<file path="config.mk">
export PLATFORM = sky130hd
export DESIGN_NAME = tagreg_status_file
export DESIGN_NICKNAME = d
export VERILOG_FILES = /design/src/rtl/tagreg_status_file.sv
export SDC_FILE = /design/constraint.sdc
export NUM_CORES = 1
export LEC_CHECK = 0
export BUFFER_PORTS_ARGS = -buffer_cell sky130_fd_sc_hd__buf_2
export CORE_ASPECT_RATIO = 1.2
export CORE_MARGIN = 2
export CORE_UTILIZATION = 50
export CTS_CLUSTER_DIAMETER = 100
export CTS_CLUSTER_SIZE = 30
export DETAILED_ROUTE_END_ITERATION = 12
export HOLD_SLACK_MARGIN = 0.15
export MAX_ROUTING_LAYER = met4
export PLACE_DENSITY = 0.73
export SYNTH_ARGS = -nofsm -noshare
export SYNTH_HDL_FRONTEND = slang
export SYNTH_SLANG_ARGS = --single-unit
export TNS_END_PERCENT = 1
</file>
<file path="constraint.sdc">
create_clock -name clk -period 4.98 [get_ports clk]
set_input_delay 1.494 -clock clk [delete_from_list [all_inputs] [get_ports clk]]
set_output_delay 1.494 -clock clk [all_outputs]
set_load 0.01 [all_outputs]
</file>
<file path="src/rtl/tagreg_status_file.sv">
module tagreg_status_file #(
  parameter int NREG = 8,
  parameter int DW   = 16,
  parameter int TW   = 3,
  parameter int NRD  = 2,
  localparam int AW  = $clog2(NREG)
) (
  input  logic              clk,
  input  logic              rst,
  input  logic              iss_en,
  input  logic [AW-1:0]     iss_reg,
  input  logic [TW-1:0]     iss_tag,
  input  logic              bc_en,
  input  logic [TW-1:0]     bc_tag,
  input  logic [DW-1:0]     bc_val,
  input  logic [NRD*AW-1:0] rd_addr,
  output logic [NRD-1:0]    rd_busy,
  output logic [NRD*TW-1:0] rd_tag,
  output logic [NRD*DW-1:0] rd_val
);

  logic [NREG-1:0]         busy_q;
  logic [NREG-1:0][TW-1:0] tag_q;
  logic [NREG-1:0][DW-1:0] val_q;
  logic [NREG-1:0]         hit;
  logic [NREG-1:0]         own;

  for (genvar g = 0; g < NREG; g++) begin : g_reg
    assign hit[g] = bc_en && busy_q[g] && (tag_q[g] == bc_tag);
    assign own[g] = iss_en && (iss_reg == AW'(g));

    always_ff @(posedge clk) begin
      if (rst) begin
        busy_q[g] <= 1'b0;
        tag_q[g]  <= '0;
        val_q[g]  <= '0;
      end else if (own[g]) begin
        busy_q[g] <= 1'b1;
        tag_q[g]  <= iss_tag;
      end else if (hit[g]) begin
        busy_q[g] <= 1'b0;
        val_q[g]  <= bc_val;
      end
    end
  end

  for (genvar p = 0; p < NRD; p++) begin : g_port
    logic [AW-1:0] a;
    assign a                   = rd_addr[p*AW +: AW];
    assign rd_busy[p]          = busy_q[a] & ~hit[a];
    assign rd_tag[p*TW +: TW]  = tag_q[a];
    assign rd_val[p*DW +: DW]  = hit[a] ? bc_val : val_q[a];
  end

endmodule

</file>
## Word-level counts from Yosys, hierarchy flattened

Cells that the tools add are included.

| storage, ports and cells | value |
|---|---|
| output and inout port bits | 40 |
| input bits | 35 |
| bits in registers | 160 |
| logic and storage cells | 128 |

| operators by class | value |
|---|---|
| eq/ne operators | 15 |
| muxes and demuxes | 34 |
| bitwise gates (word level) | 12 |
| order comparisons | 2 |
| reductions and logical operators | 41 |

Operators with widths:

| cell | number |
|---|---|
| $bmux 16 s3 | 2 |
| $mux 16 | 4 |
| $eq 3x3->1 | 8 |
| $logic_and 1x1->1 | 24 |
| $mux 1 | 20 |
| $bmux 3 s3 | 2 |
| $reduce_and 2->1 | 8 |
| $reduce_bool 2->1 | 8 |
| $bmux 1 s3 | 4 |
| $eq 3x3->1 const B | 4 |
| $not 1->1 | 10 |
| $lt 3x4->1 const B | 2 |
| $eq 3x2->1 const B | 2 |
| $mux 3 | 2 |
| $eq 3x1->1 const B | 1 |
| $logic_not 3->1 | 1 |
| $and 1x1->1 | 2 |

## Depth between registers and ports, before layout

Gate-level depths: netlist of the first run.

| depth | value |
|---|---|
| word-level depth | 6 |
| depth in mapped cells | 8 |
| gate-level depth less buffers | 5 |

## Worst setup path after synthesis of the first run

Ideal clock, no wire load.

| timing | value |
|---|---|
| kind | input port to output port |
| from | input port rd_addr[1] |
| to | output port rd_val[7] |
| path slack | 0.019 ns |
| required time | 3.486 ns |
| stages on the path | 6 |
| path buffers | 3 |
| arrival | 3.467 ns |
| path through | clkbuf_1 -> buf_1 -> clkbuf_1 -> mux4_2 -> mux2_2 -> mux2_1 |

| on the way | value |
|---|---|
| word-level cells in the longest chain between the ends | 3 |
| elaborated cells between the ends (all ways) | 5 |
| those cells by class | 5 x mux |

RTL lines:

| item | line | RTL |
|---|---|---|
| start, declared | 16 | `input logic [NRD*AW-1:0] rd_addr,` |
| $bmux 16 s3 / $bmux 1 s3 (equally long branches) | 52 | `assign rd_val[p*DW +: DW] = hit[a] ? bc_val : val_q[a];` |
| $mux 16 (implied by the code) / $mux 1 (equally long branches) | 52 |  |
| $mux 16 (*) | 52 |  |
| end, declared | 19 | `output logic [NRD*DW-1:0] rd_val` |

Every way passes the cells marked *; elsewhere a longest branch is shown, timed or not. The select of a mux whose other input is x is not followed.

## Final worst setup path of the first run

| timing | value |
|---|---|
| from | input port bc_tag[1] |
| to | output port rd_val[9] |

| on the way | value |
|---|---|
| word-level cells in the longest chain between the ends | 5 |
| elaborated cells between the ends (all ways) | 19 |
| those cells by class | 8 x eq/ne; 3 x mux; 8 x reduce/logical |

RTL lines:

| item | line | RTL |
|---|---|---|
| start, declared | 14 | `input logic [TW-1:0] bc_tag,` |
| $eq 3x3->1 | 29 | `assign hit[g] = bc_en && busy_q[g] && (tag_q[g] == bc_tag);` |
| $logic_and 1x1->1 | 29 |  |
| $bmux 1 s3 (*) | 52 |  |
| $mux 1 (implied by the code) (*) | 52 |  |
| $mux 16 (*) | 52 |  |

Marks and branches as above.

==> key figures, run 1 <==
Outcome
  – Result of the run: finished with violations
  – Violations in the final reports: setup timing

Floorplan
  – I/O Pins: 75
  – Standard-cell rows: 53
  – Area of the die: 0.0192 sq mm
  – Core Region: 0.0176 sq mm
  – Die outline height: 151 microns
  – Initial core utilization: 0.513
  – Die outline width: 127 microns

Setup path
  – Startpoint kind of the worst setup timing path: input port
  – Worst reg2reg path startpoint: busy_q[7]$_SDFFE_PP0P_
  – Crit path top cell by count: sky130_fd_sc_hd__buf_4
  – Critical path endpoint: rd_val[9]
  – Category of the worst setup path capture point: output port
  – Critical path class: input port to output port
  – Worst path cell trace: buf_12 > xor2_2 > nor4_2 > buf_4 > o32ai_4 > nor4_4 > buf_4 > buf_16 > mux2_4 > buf_6
  – Worst path bufs/invs: 5
  – Critical R2R Capture: val_q[112]$_SDFFE_PP0P_
  – Crit path arrival time: 3.64 ns
  – Max Fanout on Critical Path: 8
  – Start point of the critical path: bc_tag[1]
  – Worst path required time: 3.49 ns
  – Slowest library cell on the worst path: sky130_fd_sc_hd__nor4_2
  – R2R cell count: 7
  – CP delay by family, top: buffers and inverters
  – Delay of the slowest cell on the worst path: 0.41 ns
  – Instance count on the critical path: 10
  – Worst setup slack for register-to-register paths: 2.67 ns

Detailed routing
  – DR vias: 6718
  – Count of routing violations after the opening detailed-route iteration: 562
  – Highest metal layer with signal wires: met4
  – Total length of routed wires: 24000 microns
  – Met2 routed wirelength: 11500 microns
  – Met3 wire length: 1480 microns
  – DRC: 0
  – Routed length per placed instance: 21.8 microns
  – Pre-antenna DRT Iters: 5
  – Post-DRT Antenna Nets: 0
  – Via-to-Cell Ratio: 6.09
  – Wire length on met1: 9970 microns

Global routing
  – Global-route total usage across every layer: 0.264
  – Initial antenna violation count: 0
  – Global-route wire length before repair: 37200 microns
  – Maximum number of pins on one net before global-route repair: 55
  – Total global routing overflow: 0
  – Vias in the first global route: 6722

Pwr
  – Sw Share: 0.264
  – P_sw: 0.802 mW
  – Areal power density over the cells: 279 mW/mm^2
  – Sequential share of power: 0.427
  – Leakage dissipation: 5.25 nW
  – Peak ir drop on the vdd network: 0.250 mV
  – Clock Power Share: 0.439
  – Cell internal power dissipation: 2.24 mW
  – Gate power share: 0.134

Clock network
  – Num Clock Sinks: 160
  – Clock root buffer: sky130_fd_sc_hd__clkbuf_16
  – Clock tree from TritonCTS: done
  – Hold-fix buffer count after cts: 0
  – Insertion delay of the later-clocked pin in the worst-skew pair: 0.43 ns
  – CTS clock-pin slew for the worst setup and hold paths: 0.06 ns
  – Clock tree buffer depth: 2
  – CTS H-tree depth: 4
  – TritonCTS buffer count: 17

Yosys
  – Sequential element share of the synthesized area: 0.354
  – Yosys warning count: 0
  – Post-synthesis instance total: 811
  – Async set-or-reset flop fraction in the synthesized netlist: 0
  – Syn nets: 846
  – Main area contributors after synthesis: sky130_fd_sc_hd__dfxtp_1 (35%), sky130_fd_sc_hd__mux4_2 (20%), sky130_fd_sc_hd__mux2i_1 (17%)
  – Area leader, netlist: sky130_fd_sc_hd__dfxtp_1
  – Most used flip-flop cell after synthesis: sky130_fd_sc_hd__dfxtp_1
  – Count of distinct cell types in the synthesized netlist: 37
  – Synthesized area divided by synthesized cell count: 11.2 sq um
  – EDFF count, synth: 0
  – Area fraction of the dominant cell type after synthesis: 0.354
  – Post-Syn Area: 0.00905 sq mm
  – Yosys reg bits: 160

STA
  – Fin worst setup slack: -0.150 ns
  – Total setup violations reported at the end of the flow: 33
  – Number of failing hold endpoints at the final stage: 0
  – Final worst path period share: 1.03
  – Worst Tran Pin Value: 0.845 ns
  – Setup repair after global routing missed its margin: yes
  – Count of pins over their slew limit: 0
  – Maximum frequency from static timing analysis: 195 MHz
  – Post-Route Skew: 0.00818 ns
  – Slew HR: 0.436
  – Setup TNS after final layout: -3.22 ns
  – Tmin final: 5.13 ns

Finish
  – Synth-to-Final Area Change: 20.3%
  – Non-filler instance count after layout: 1104
  – FF/Latch Area: 0.00320 sq mm
  – Post-layout net count: 906
  – Share of layout cells above drive strength 1: 0.370
  – Number of antenna diodes: 0
  – End-of-flow core utilization: 0.618
  – Filler Cells Inserted: 1380
  – Multi-input combinational cell area: 0.00563 sq mm

Placement
  – GP Congestion: 0.870
  – Pre-CTS setup slack: -0.0557 ns
  – HPWL after detailed placement: 14600 microns
  – Count of input and output buffers: 74
  – Cell count after placement: 1060

Min path
  – Hold Path Origin: val_q[54]$_SDFFE_PP0P_
  – Worst Hold Path Cells: 2
  – Class of the worst hold path: flip-flop to flip-flop

Flow run
  – # Max-Cap Violations: 0
how the worst min path moves through the flow:
stage and end:
2_1_floorplan val_q[32]$_SDFFE_PP0P_, 3_3_place_gp val_q[92]$_SDFFE_PP0P_, 3_5_place_dp val_q[47]$_SDFFE_PP0P_, 4_1_cts val_q[54]$_SDFFE_PP0P_, 5_1_grt val_q[68]$_SDFFE_PP0P_, 6_report val_q[54]$_SDFFE_PP0P_
cell usage in the layout, fill, tap and decap left out, types with 3 or more instances in the layout:
cell type	instances
sky130_fd_sc_hd__nor3_1	6
sky130_fd_sc_hd__clkinv_4	3
sky130_fd_sc_hd__nand3_1	3
sky130_fd_sc_hd__clkbuf_16	17
sky130_fd_sc_hd__nand2b_1	5
sky130_fd_sc_hd__nand2_1	16
sky130_fd_sc_hd__buf_4	40
sky130_fd_sc_hd__or3_1	3
sky130_fd_sc_hd__nor4_4	5
sky130_fd_sc_hd__inv_1	6
sky130_fd_sc_hd__mux2i_1	153
sky130_fd_sc_hd__mux2_2	46
sky130_fd_sc_hd__buf_2	38
sky130_fd_sc_hd__clkinvlp_4	4
sky130_fd_sc_hd__o22ai_1	4
sky130_fd_sc_hd__nor2_1	160
sky130_fd_sc_hd__nand3b_1	4
sky130_fd_sc_hd__buf_16	3
sky130_fd_sc_hd__inv_6	4
sky130_fd_sc_hd__buf_6	35
sky130_fd_sc_hd__buf_12	9
sky130_fd_sc_hd__dfxtp_1	160
sky130_fd_sc_hd__xor2_1	21
sky130_fd_sc_hd__mux2_4	25
sky130_fd_sc_hd__mux4_2	80
sky130_fd_sc_hd__nor2b_1	3
sky130_fd_sc_hd__a211oi_1	3
worst min-delay path, cell delays in order, from the launching register on:
cell,delay (ns)
sky130_fd_sc_hd__dfxtp_1,0.33
sky130_fd_sc_hd__mux2i_1,0.07
sky130_fd_sc_hd__nor2_1,0.07
metrics by stage:
| step | power (mW) | area [sq um] | hold slack, ns |
|---|---|---|---|
| final | 3.04 | 10900 | 0.512 |
| after global routing | 3.13 | 10900 | 0.538 |
| after CTS | 3.02 | 10600 | 0.521 |
| after detailed placement | 1.65 | 9720 | 0.504 |
| after global placement | 1.64 | 9720 | 0.487 |
| after floorplan | 1.55 | 9050 | 0.476 |
sequential cells by signal (all words and copies together) (netlist names):
register and count:
busy_q 8, tag_q 24, val_q 128
power groups by stage:
stage                     Clock, mW  Sequential (mW)  Combinational [mW]
after floorplan                   0             1.32               0.225
after global placement            0             1.33               0.317
after detailed placement          0             1.33               0.319
after CTS                      1.35             1.30               0.370
after global routing           1.40             1.30               0.431
final                          1.34             1.30               0.409
cell usage after synthesis, types with 5 or more instances:
master	number
sky130_fd_sc_hd__dfxtp_1	160
sky130_fd_sc_hd__nor2_1	160
sky130_fd_sc_hd__mux2i_1	153
sky130_fd_sc_hd__mux4_2	80
sky130_fd_sc_hd__mux2_2	61
sky130_fd_sc_hd__clkbuf_1	55
sky130_fd_sc_hd__xor2_1	24
sky130_fd_sc_hd__nand2_1	16
sky130_fd_sc_hd__buf_2	13
sky130_fd_sc_hd__buf_1	11
sky130_fd_sc_hd__mux2_4	9
sky130_fd_sc_hd__inv_1	6
sky130_fd_sc_hd__nor3_1	6
sky130_fd_sc_hd__nand2b_1	5
sky130_fd_sc_hd__o22ai_1	5
layout make-up:
cell class,count,share of cell area
clock buffer,17,0.0391
clock inverter,15,0.0160
inverter,6,0.00207
multi-input combinational,560,0.517
sequential,160,0.294
tap,220,0.0253
timing repair buffer,126,0.107
cell families (layout without fill, tap and decap cells):
kind of cell | Yosys count | after routing | synth area share
multiplexers | 304 | 304 | 0.460
flip-flops | 160 | 160 | 0.354
AND/OR/NAND/NOR | 219 | 219 | 0.109
AO/OA/AOI/OAI | 13 | 13 | 0.00995
buffers and inverters | 91 | 164 | 0.0437
XOR/XNOR | 24 | 24 | 0.0232
metal layers:
layer | up-vias | GRT usage
met5 | - | -
met4 | 0 | 0.129
met3 | 81 | 0.0544
met2 | 279 | 0.420
met1 | 3326 | 0.323
li1 | 3032 | -
repair_timing:
action / CTS / global route
gates cloned: 3 / 0
buffers inserted: 7 / 2
gates resized for setup: 32 / 47
pin swaps: 9 / 7
endpoints found under the setup margin: 32 / 32
Note: power is estimated with default switching activity, not from simulation.
==> run 2: changes to the inputs <==
--- a/config.mk
+++ b/config.mk
@@ -5,17 +5,17 @@
 export SDC_FILE = /design/constraint.sdc
 export NUM_CORES = 1
 export LEC_CHECK = 0
+export ABC_CLOCK_PERIOD_IN_PS = 4980
 export BUFFER_PORTS_ARGS = -buffer_cell sky130_fd_sc_hd__buf_2
 export CORE_ASPECT_RATIO = 1.2
 export CORE_MARGIN = 2
-export CORE_UTILIZATION = 50
+export CORE_UTILIZATION = 55
 export CTS_CLUSTER_DIAMETER = 100
 export CTS_CLUSTER_SIZE = 30
 export DETAILED_ROUTE_END_ITERATION = 12
 export HOLD_SLACK_MARGIN = 0.15
 export MAX_ROUTING_LAYER = met4
-export PLACE_DENSITY = 0.73
+export PLACE_DENSITY = 0.79
 export SYNTH_ARGS = -nofsm -noshare
 export SYNTH_HDL_FRONTEND = slang
 export SYNTH_SLANG_ARGS = --single-unit
-export TNS_END_PERCENT = 1
==> run 2 against run 1 <==
  * The run still ends with setup timing left
  * Worst setup slack gained 0.11 ns
  * Hold slack gained 0.0032 ns
  * Clock-buffer cell count grew 1
  * Critical path type unchanged
  * First-iteration DRC count shrank 5.5%
  * Wire length shrank 3.1%
  * Via count shrank 0.28%
  * Core utilization grew 5.4 points
  * Non-clock buffer count shrank 1
  * Sequential share of layout area grew 0.15 points
  * Sequential cell count is the same
  * Final cell count shrank 0.82%
==> key figures, run 2 (same netlist as run 1, synthesis figures left out) <==
Finish
  – Multi-input combinational cell area: 0.00562 sq mm (-0.13%)
  – Number of antenna diodes: 0 (unchanged)
  – FF/Latch Area: 0.00320 sq mm (unchanged)
  – Share of layout cells above drive strength 1: 0.369 (-0.000714)
  – Largest Register: val_q
  – Leading cell types in the layout, fill and taps excluded: sky130_fd_sc_hd__nor2_1 (160), sky130_fd_sc_hd__dfxtp_1 (160), sky130_fd_sc_hd__mux2i_1 (153), sky130_fd_sc_hd__mux4_2 (80), sky130_fd_sc_hd__mux2_2 (46)
  – Non-filler instance count after layout: 1095 (-0.82%)
  – Synth-to-Final Area Change: 19.7%
  – Registers with the highest flip-flop counts: val_q (128), tag_q (24), busy_q (8)
  – Filler Cells Inserted: 1120 (-19%)
  – Post-layout net count: 905 (-0.11%)
  – Final instance area: 0.0108 sq mm (-0.50%)
  – Flip-flop count of the largest register after layout: 128 (unchanged)

Floorplan
  – Initial core utilization: 0.561 (+0.0475)
  – Area of the die: 0.0175 sq mm (-8.8%)
  – Die outline width: 121 microns (-4.5%)
  – Core Region: 0.0161 sq mm (-8.5%)
  – Standard-cell rows: 51 (-3.8%)
  – I/O Pins: 75 (unchanged)
  – Die outline height: 145 microns (-4.5%)

Global routing
  – Grt met3 use: 0.0457 (-0.00866)
  – Global-route wire length before repair: 35400 microns (-4.9%)
  – Busiest layer in global routing: met2
  – Maximum number of pins on one net before global-route repair: 84 (+53%)
  – Total global routing overflow: 0 (unchanged)
  – Fraction of met1 tracks used by global routing: 0.339 (+0.0163)
  – Initial antenna violation count: 0 (unchanged)
  – Vias in the first global route: 6535 (-2.8%)
  – Met2 global-route usage: 0.445 (+0.0251)
  – Global-route total usage across every layer: 0.274 (+0.00973)

STA
  – Total setup violations reported at the end of the flow: 15 (-55%)
  – Fin worst setup slack: -0.0364 ns (+0.114 ns)
  – Maximum frequency from static timing analysis: 199 MHz (+2.3%)
  – Number of failing hold endpoints at the final stage: 0 (unchanged)
  – Post-Route Skew: 0.00735 ns (-0.000832 ns)
  – Worst Tran Pin Value: 1.30 ns (+0.457 ns)
  – Final hold slack: 0.515 ns (+0.00325 ns)
  – Setup repair after global routing missed its margin: yes
  – Tmin final: 5.02 ns (-0.114 ns)
  – Final worst path period share: 1.01 (-0.0229)
  – Count of pins over their slew limit: 0 (unchanged)
  – Slew HR: 0.130 (-0.306)

Clock network
  – Clock root buffer: sky130_fd_sc_hd__clkbuf_16
  – TritonCTS buffer count: 17 (unchanged)
  – Clock tree from TritonCTS: done
  – CTS H-tree depth: 4 (unchanged)
  – Insertion delay of the later-clocked pin in the worst-skew pair: 0.43 ns (about the same)
  – Num Clock Sinks: 160 (unchanged)
  – Clock tree buffer depth: 2 (unchanged)
  – CTS clock-pin slew for the worst setup and hold paths: 0.06 ns (about the same)

Placement
  – HPWL after detailed placement: 14800 microns (+1.5%)
  – GP Congestion: 0.940 (+8.1%)
  – Post-place instance area: 0.00972 sq mm (unchanged)
  – Count of input and output buffers: 74 (unchanged)
  – Cell count after placement: 1055 (-0.47%)

Detailed routing
  – Pre-antenna DRT Iters: 5 (unchanged)
  – Via-to-Cell Ratio: 6.12 (+0.54%)
  – DRC: 0 (unchanged)
  – Count of routing violations after the opening detailed-route iteration: 531 (-5.5%)
  – Routed length per placed instance: 21.3 microns (-2.3%)
  – Total length of routed wires: 23300 microns (-3.1%)
  – Post-DRT Antenna Nets: 0 (unchanged)
  – DR vias: 6699 (-0.28%)

Pwr
  – Areal power density over the cells: 282 mW/mm^2 (+0.87%)
  – Sw Share: 0.250 (-0.0134)
  – Clock Power Share: 0.446 (+0.007)
  – Power consumption: 3.05 mW (+0.36%)
  – Sequential share of power: 0.425 (-0.002)
  – Leakage dissipation: 5.22 nW (-0.59%)
  – Peak ir drop on the vdd network: 0.228 mV (-8.6%)
  – Gate power share: 0.128 (-0.006)
  – P_sw: 0.764 mW (-4.7%)
  – Cell internal power dissipation: 2.29 mW (+2.2%)

Setup path
  – Instance count on the critical path: 10 (unchanged)
  – Crit path arrival time: 3.52 ns (-0.12 ns)
  – Startpoint kind of the worst setup timing path: input port
  – Slowest library cell on the worst path: sky130_fd_sc_hd__nor4_4
  – R2R cell count: 6 (-1)
  – Critical path class: input port to output port
  – Max Fanout on Critical Path: 8 (unchanged)
  – Delay of the slowest cell on the worst path: 0.35 ns (-0.06 ns)
  – CP delay by family, top: buffers and inverters
  – Worst path required time: 3.49 ns (about the same)
  – Category of the worst setup path capture point: output port
  – Worst path bufs/invs: 5 (unchanged)
  – Worst path cell trace: buf_12 > xor2_4 > nor4_4 > buf_4 > o32ai_4 > nor4_4 > clkbuf_16 > buf_12 > mux2_4 > buf_6

Min path
  – Worst Hold Path Cells: 2 (unchanged)
  – Class of the worst hold path: flip-flop to flip-flop

Outcome
  – Result of the run: finished with violations
  – Violations in the final reports: setup timing

Flow run
  – # Max-Cap Violations: 0 (unchanged)
[run 2: cell count changes in the layout (fill, tap and decap cells not counted), sizes merged]
cell,previous run,this run
inv,12,9
buf,126,124
clkbuf,17,19
clkinvlp,4,6
bufinv,2,3
clkinv,3,2
[run 2: power by group through the flow]
stage | clock [mW] | sequential (mW) | combinational (mW)
3_5_place_dp | 0 | 1.33 | 0.321
4_1_cts | 1.38 | 1.30 | 0.327
2_1_floorplan | 0 | 1.32 | 0.225
3_3_place_gp | 0 | 1.33 | 0.319
6_report | 1.36 | 1.30 | 0.391
5_1_grt | 1.44 | 1.30 | 0.412
[run 2: tightest hold or removal path: stages (launching register included)]
cell and delay, ns:
sky130_fd_sc_hd__dfxtp_1 0.34, sky130_fd_sc_hd__mux2i_1 0.07, sky130_fd_sc_hd__nor2_1 0.07
[run 2: worst paths after layout]
check | to | slack (ns) | start
worst max register to register | val_q[54]$_SDFFE_PP0P_ | 2.53 | tag_q[11]$_SDFFE_PP0P_
worst min register to register | val_q[33]$_SDFFE_PP0P_ | 0.52 | val_q[33]$_SDFFE_PP0P_
worst min-delay path | val_q[33]$_SDFFE_PP0P_ | 0.52 | val_q[33]$_SDFFE_PP0P_
worst max-delay path | rd_val[7] | -0.04 | bc_tag[0]
[run 2: area by class of cell]
type,count,area share
Multi-Input combinational cell,560,0.519
Timing Repair Buffer,125,0.102
Tap cell,212,0.0245
Clock inverter,14,0.0167
Inverter,6,0.00208
Sequential cell,160,0.296
Clock buffer,18,0.0405
[run 2: through the flow]
stage	utilization	setup TNS, ns	setup slack (ns)
after detailed placement	0.602	-2.29	-0.0932
after CTS	0.644	0	0.00298
after floorplan	-	0	0.0192
after global routing	0.671	-1.78	-0.0929
final	0.671	-0.275	-0.0364
after global placement	0.602	-1.47	-0.0751
[run 2: timing repair]
item                                    4_1_cts  5_1_grt
pin swaps                                     8        4
buffers inserted                              2        6
cloned                                        0        0
hold buffers                                  0        0
endpoints found under the setup margin       32       32
gates resized for setup                       8       70
[run 2: per-layer routing]
metal  vias to the layer above  wire [microns]
li1                       3035               -
met1                      3322            9350
met2                       287           11500
met3                        55            1630
met4                         0             761
met5                         -               0
==> run 3: changes to the inputs <==
--- a/config.mk
+++ b/config.mk
@@ -9,13 +9,13 @@
 export BUFFER_PORTS_ARGS = -buffer_cell sky130_fd_sc_hd__buf_2
 export CORE_ASPECT_RATIO = 1.2
 export CORE_MARGIN = 2
-export CORE_UTILIZATION = 55
+export CORE_UTILIZATION = 36
 export CTS_CLUSTER_DIAMETER = 100
 export CTS_CLUSTER_SIZE = 30
 export DETAILED_ROUTE_END_ITERATION = 12
 export HOLD_SLACK_MARGIN = 0.15
 export MAX_ROUTING_LAYER = met4
-export PLACE_DENSITY = 0.79
+export PLACE_DENSITY_LB_ADDON = 0.08
 export SYNTH_ARGS = -nofsm -noshare
 export SYNTH_HDL_FRONTEND = slang
 export SYNTH_SLANG_ARGS = --single-unit
==> run 3 against run 2 <==
  * Sequential cell count unchanged
  * Largest power group unchanged
  * Critical endpoint is now rd_val[17]
  * First-iteration DRC count down 31%
  * The flow now finishes without violations
  * Cell area up 1.3%
==> key figures, run 3 (same netlist as run 1, synthesis figures left out) <==
Placement
  – HPWL after detailed placement: 17300 microns (+17%)
  – Pre-CTS setup slack: -0.125 ns (-0.0317 ns)
  – Cell count after placement: 1175 (+11%)
  – Count of input and output buffers: 74 (unchanged)
  – GP Congestion: 0.834 (-11%)

STA
  – Worst Tran Pin Value: 1.21 ns (-0.0901 ns)
  – Number of failing hold endpoints at the final stage: 0 (unchanged)
  – Post-Route Skew: 0.0151 ns (+0.00776 ns)
  – Maximum frequency from static timing analysis: 201 MHz (+0.84%)
  – Count of pins over their slew limit: 0 (unchanged)
  – Tmin final: 4.97 ns (-0.0417 ns)
  – Setup repair after global routing missed its margin: yes
  – Slew HR: 0.192 (+0.0622)
  – Setup TNS after final layout: 0 ns (+0.275 ns)
  – Fin worst setup slack: 0.00534 ns (+0.0417 ns)
  – Total setup violations reported at the end of the flow: 0 (-15)
  – Final worst path period share: 0.999 (-0.00838)

Setup path
  – Slowest library cell on the worst path: sky130_fd_sc_hd__or4_4
  – Category of the worst setup path capture point: output port
  – Delay of the slowest cell on the worst path: 0.54 ns (+0.19 ns)
  – Startpoint kind of the worst setup timing path: input port
  – Start point of the critical path: bc_tag[0]
  – Crit path arrival time: 3.48 ns (-0.04 ns)
  – Worst path required time: 3.49 ns (about the same)
  – Critical path class: input port to output port
  – Worst path cell trace: buf_12 > xor2_4 > nor4_4 > buf_4 > o22ai_1 > or4_4 > buf_6 > mux2_4 > buf_2
  – Worst reg2reg path startpoint: tag_q[20]$_SDFFE_PP0P_
  – Max Fanout on Critical Path: 8 (unchanged)

Finish
  – Registers with the highest flip-flop counts: val_q (128), tag_q (24), busy_q (8)
  – Synth-to-Final Area Change: 21.2%
  – Post-layout net count: 911 (+0.66%)
  – Share of layout cells above drive strength 1: 0.372 (+0.00243)
  – Leading cell types in the layout, fill and taps excluded: sky130_fd_sc_hd__nor2_1 (160), sky130_fd_sc_hd__dfxtp_1 (160), sky130_fd_sc_hd__mux2i_1 (153), sky130_fd_sc_hd__mux4_2 (80), sky130_fd_sc_hd__buf_2 (53)
  – Largest Register: val_q
  – Non-filler instance count after layout: 1215 (+11%)
  – End-of-flow core utilization: 0.443 (-0.228)
  – Flip-flop count of the largest register after layout: 128 (unchanged)

Floorplan
  – I/O Pins: 75 (unchanged)
  – Die outline height: 178 microns (+23%)
  – Initial core utilization: 0.366 (-0.195)
  – Area of the die: 0.0264 sq mm (+51%)
  – Core Region: 0.0248 sq mm (+53%)
  – Standard-cell rows: 63 (+24%)
  – Die outline width: 149 microns (+23%)

Global routing
  – Global-route total usage across every layer: 0.213 (-0.0610)
  – Maximum number of pins on one net before global-route repair: 110 (+31%)
  – Initial antenna violation count: 2 (+2)
  – Vias in the first global route: 6701 (+2.5%)
  – Total global routing overflow: 0 (unchanged)
  – Global-route wire length before repair: 40900 microns (+16%)

Pwr
  – P_sw: 0.779 mW (+1.9%)
  – Gate power share: 0.127 (about the same)
  – Sequential share of power: 0.424 (about the same)
  – Areal power density over the cells: 280 mW/mm^2 (-0.81%)
  – Peak ir drop on the vdd network: 0.209 mV (-8.5%)
  – Sw Share: 0.254 (+0.00357)
  – Clock Power Share: 0.449 (+0.003)
  – Cell internal power dissipation: 2.29 mW (about the same)
  – Leakage dissipation: 5.27 nW (+0.81%)
  – Power consumption: 3.07 mW (+0.45%)

Clock network
  – Num Clock Sinks: 160 (unchanged)
  – CTS clock-pin slew for the worst setup and hold paths: 0.07 ns (about the same)
  – Clock tree from TritonCTS: done
  – Insertion delay of the later-clocked pin in the worst-skew pair: 0.43 ns (about the same)
  – Clock tree buffer depth: 2 (unchanged)
  – TritonCTS buffer count: 17 (unchanged)
  – Clock root buffer: sky130_fd_sc_hd__clkbuf_16
  – Hold-fix buffer count after cts: 0 (unchanged)
  – CTS H-tree depth: 4 (unchanged)

Detailed routing
  – Count of routing violations after the opening detailed-route iteration: 367 (-31%)
  – Total length of routed wires: 27000 microns (+16%)
  – Pre-antenna DRT Iters: 5 (unchanged)
  – Via-to-Cell Ratio: 5.44 (-11%)
  – Post-DRT Antenna Nets: 0 (unchanged)
  – DRC: 0 (unchanged)
  – Routed length per placed instance: 22.2 microns (+4.4%)
  – DR vias: 6606 (-1.4%)

Flow run
  – # Max-Cap Violations: 0 (unchanged)

Min path
  – Hold Path Origin: val_q[10]$_SDFFE_PP0P_
  – Class of the worst hold path: flip-flop to flip-flop

Outcome
  – Result of the run: finished clean
==> run 3: changes by cell type in the layout (fill, tap and decap cells not counted), moves of 3 or more <==
cell	change
sky130_fd_sc_hd__buf_2	+15
sky130_fd_sc_hd__buf_12	+3
sky130_fd_sc_hd__clkinvlp_4	-4
sky130_fd_sc_hd__nor4_2	-4
sky130_fd_sc_hd__buf_6	-13
==> run 3: layout make-up <==
| class | count | area (sq um) |
|---|---|---|
| Fill cell | 2379 | 13800 |
| Multi-Input combinational cell | 560 | 5650 |
| Sequential cell | 160 | 3200 |
| Timing Repair Buffer | 131 | 1070 |
| Clock buffer | 20 | 457 |
| Tap cell | 325 | 407 |
| Clock inverter | 11 | 156 |
| Inverter | 6 | 22.5 |
| Antenna cell | 2 | 5.00 |
==> run 3: repair_timing <==
action                     CTS  global route
setup buffers                3             3
setup endpoints to repair   32            32
pin swaps                    5             8
cloned                       1             0
resized for setup           17            53
==> run 3: critical path: cells and delay by family <==
family	cells	cell delay, ns
xor gates and xnor gates	1	0.16
AOI/OAI and AO/OA	1	0.05
buffers and inverters	4	0.60
muxes	1	0.30
and+or+nand+nor	2	0.86
==> run 3: power by group through the flow <==
stage	combinational, mW	clock (mW)	sequential, mW
floorplan	0.225	0	1.32
global placement	0.336	0	1.33
detailed placement	0.339	0	1.33
CTS	0.357	1.42	1.30
global route	0.414	1.47	1.30
finish	0.390	1.38	1.30
==> run 3: per-stage QoR <==
stage	cell area (sq um)	hold slack [ns]
6_report	11000	0.516
2_1_floorplan	9050	0.476
5_1_grt	11000	0.540
4_1_cts	10600	0.519
3_3_place_gp	9940	0.488
3_5_place_dp	9940	0.502
==> run 3: worst paths after layout <==
| kind | endpoint | slack, ns | cells past startpoint |
|---|---|---|---|
| min | val_q[10]$_SDFFE_PP0P_ | 0.52 | 2 |
| max | rd_val[17] | 0.005 | 9 |
| min reg2reg | val_q[10]$_SDFFE_PP0P_ | 0.52 | 2 |
| max reg2reg | val_q[106]$_SDFFE_PP0P_ | 2.62 | 8 |
==> run 3: routing by layer <==
metal	global-route usage	vias up	routed length, microns
met1	0.271	3389	12000
met3	0.0357	25	1090
met5	-	-	0
li1	-	3042	-
met2	0.353	150	13400
met4	0.0536	0	450
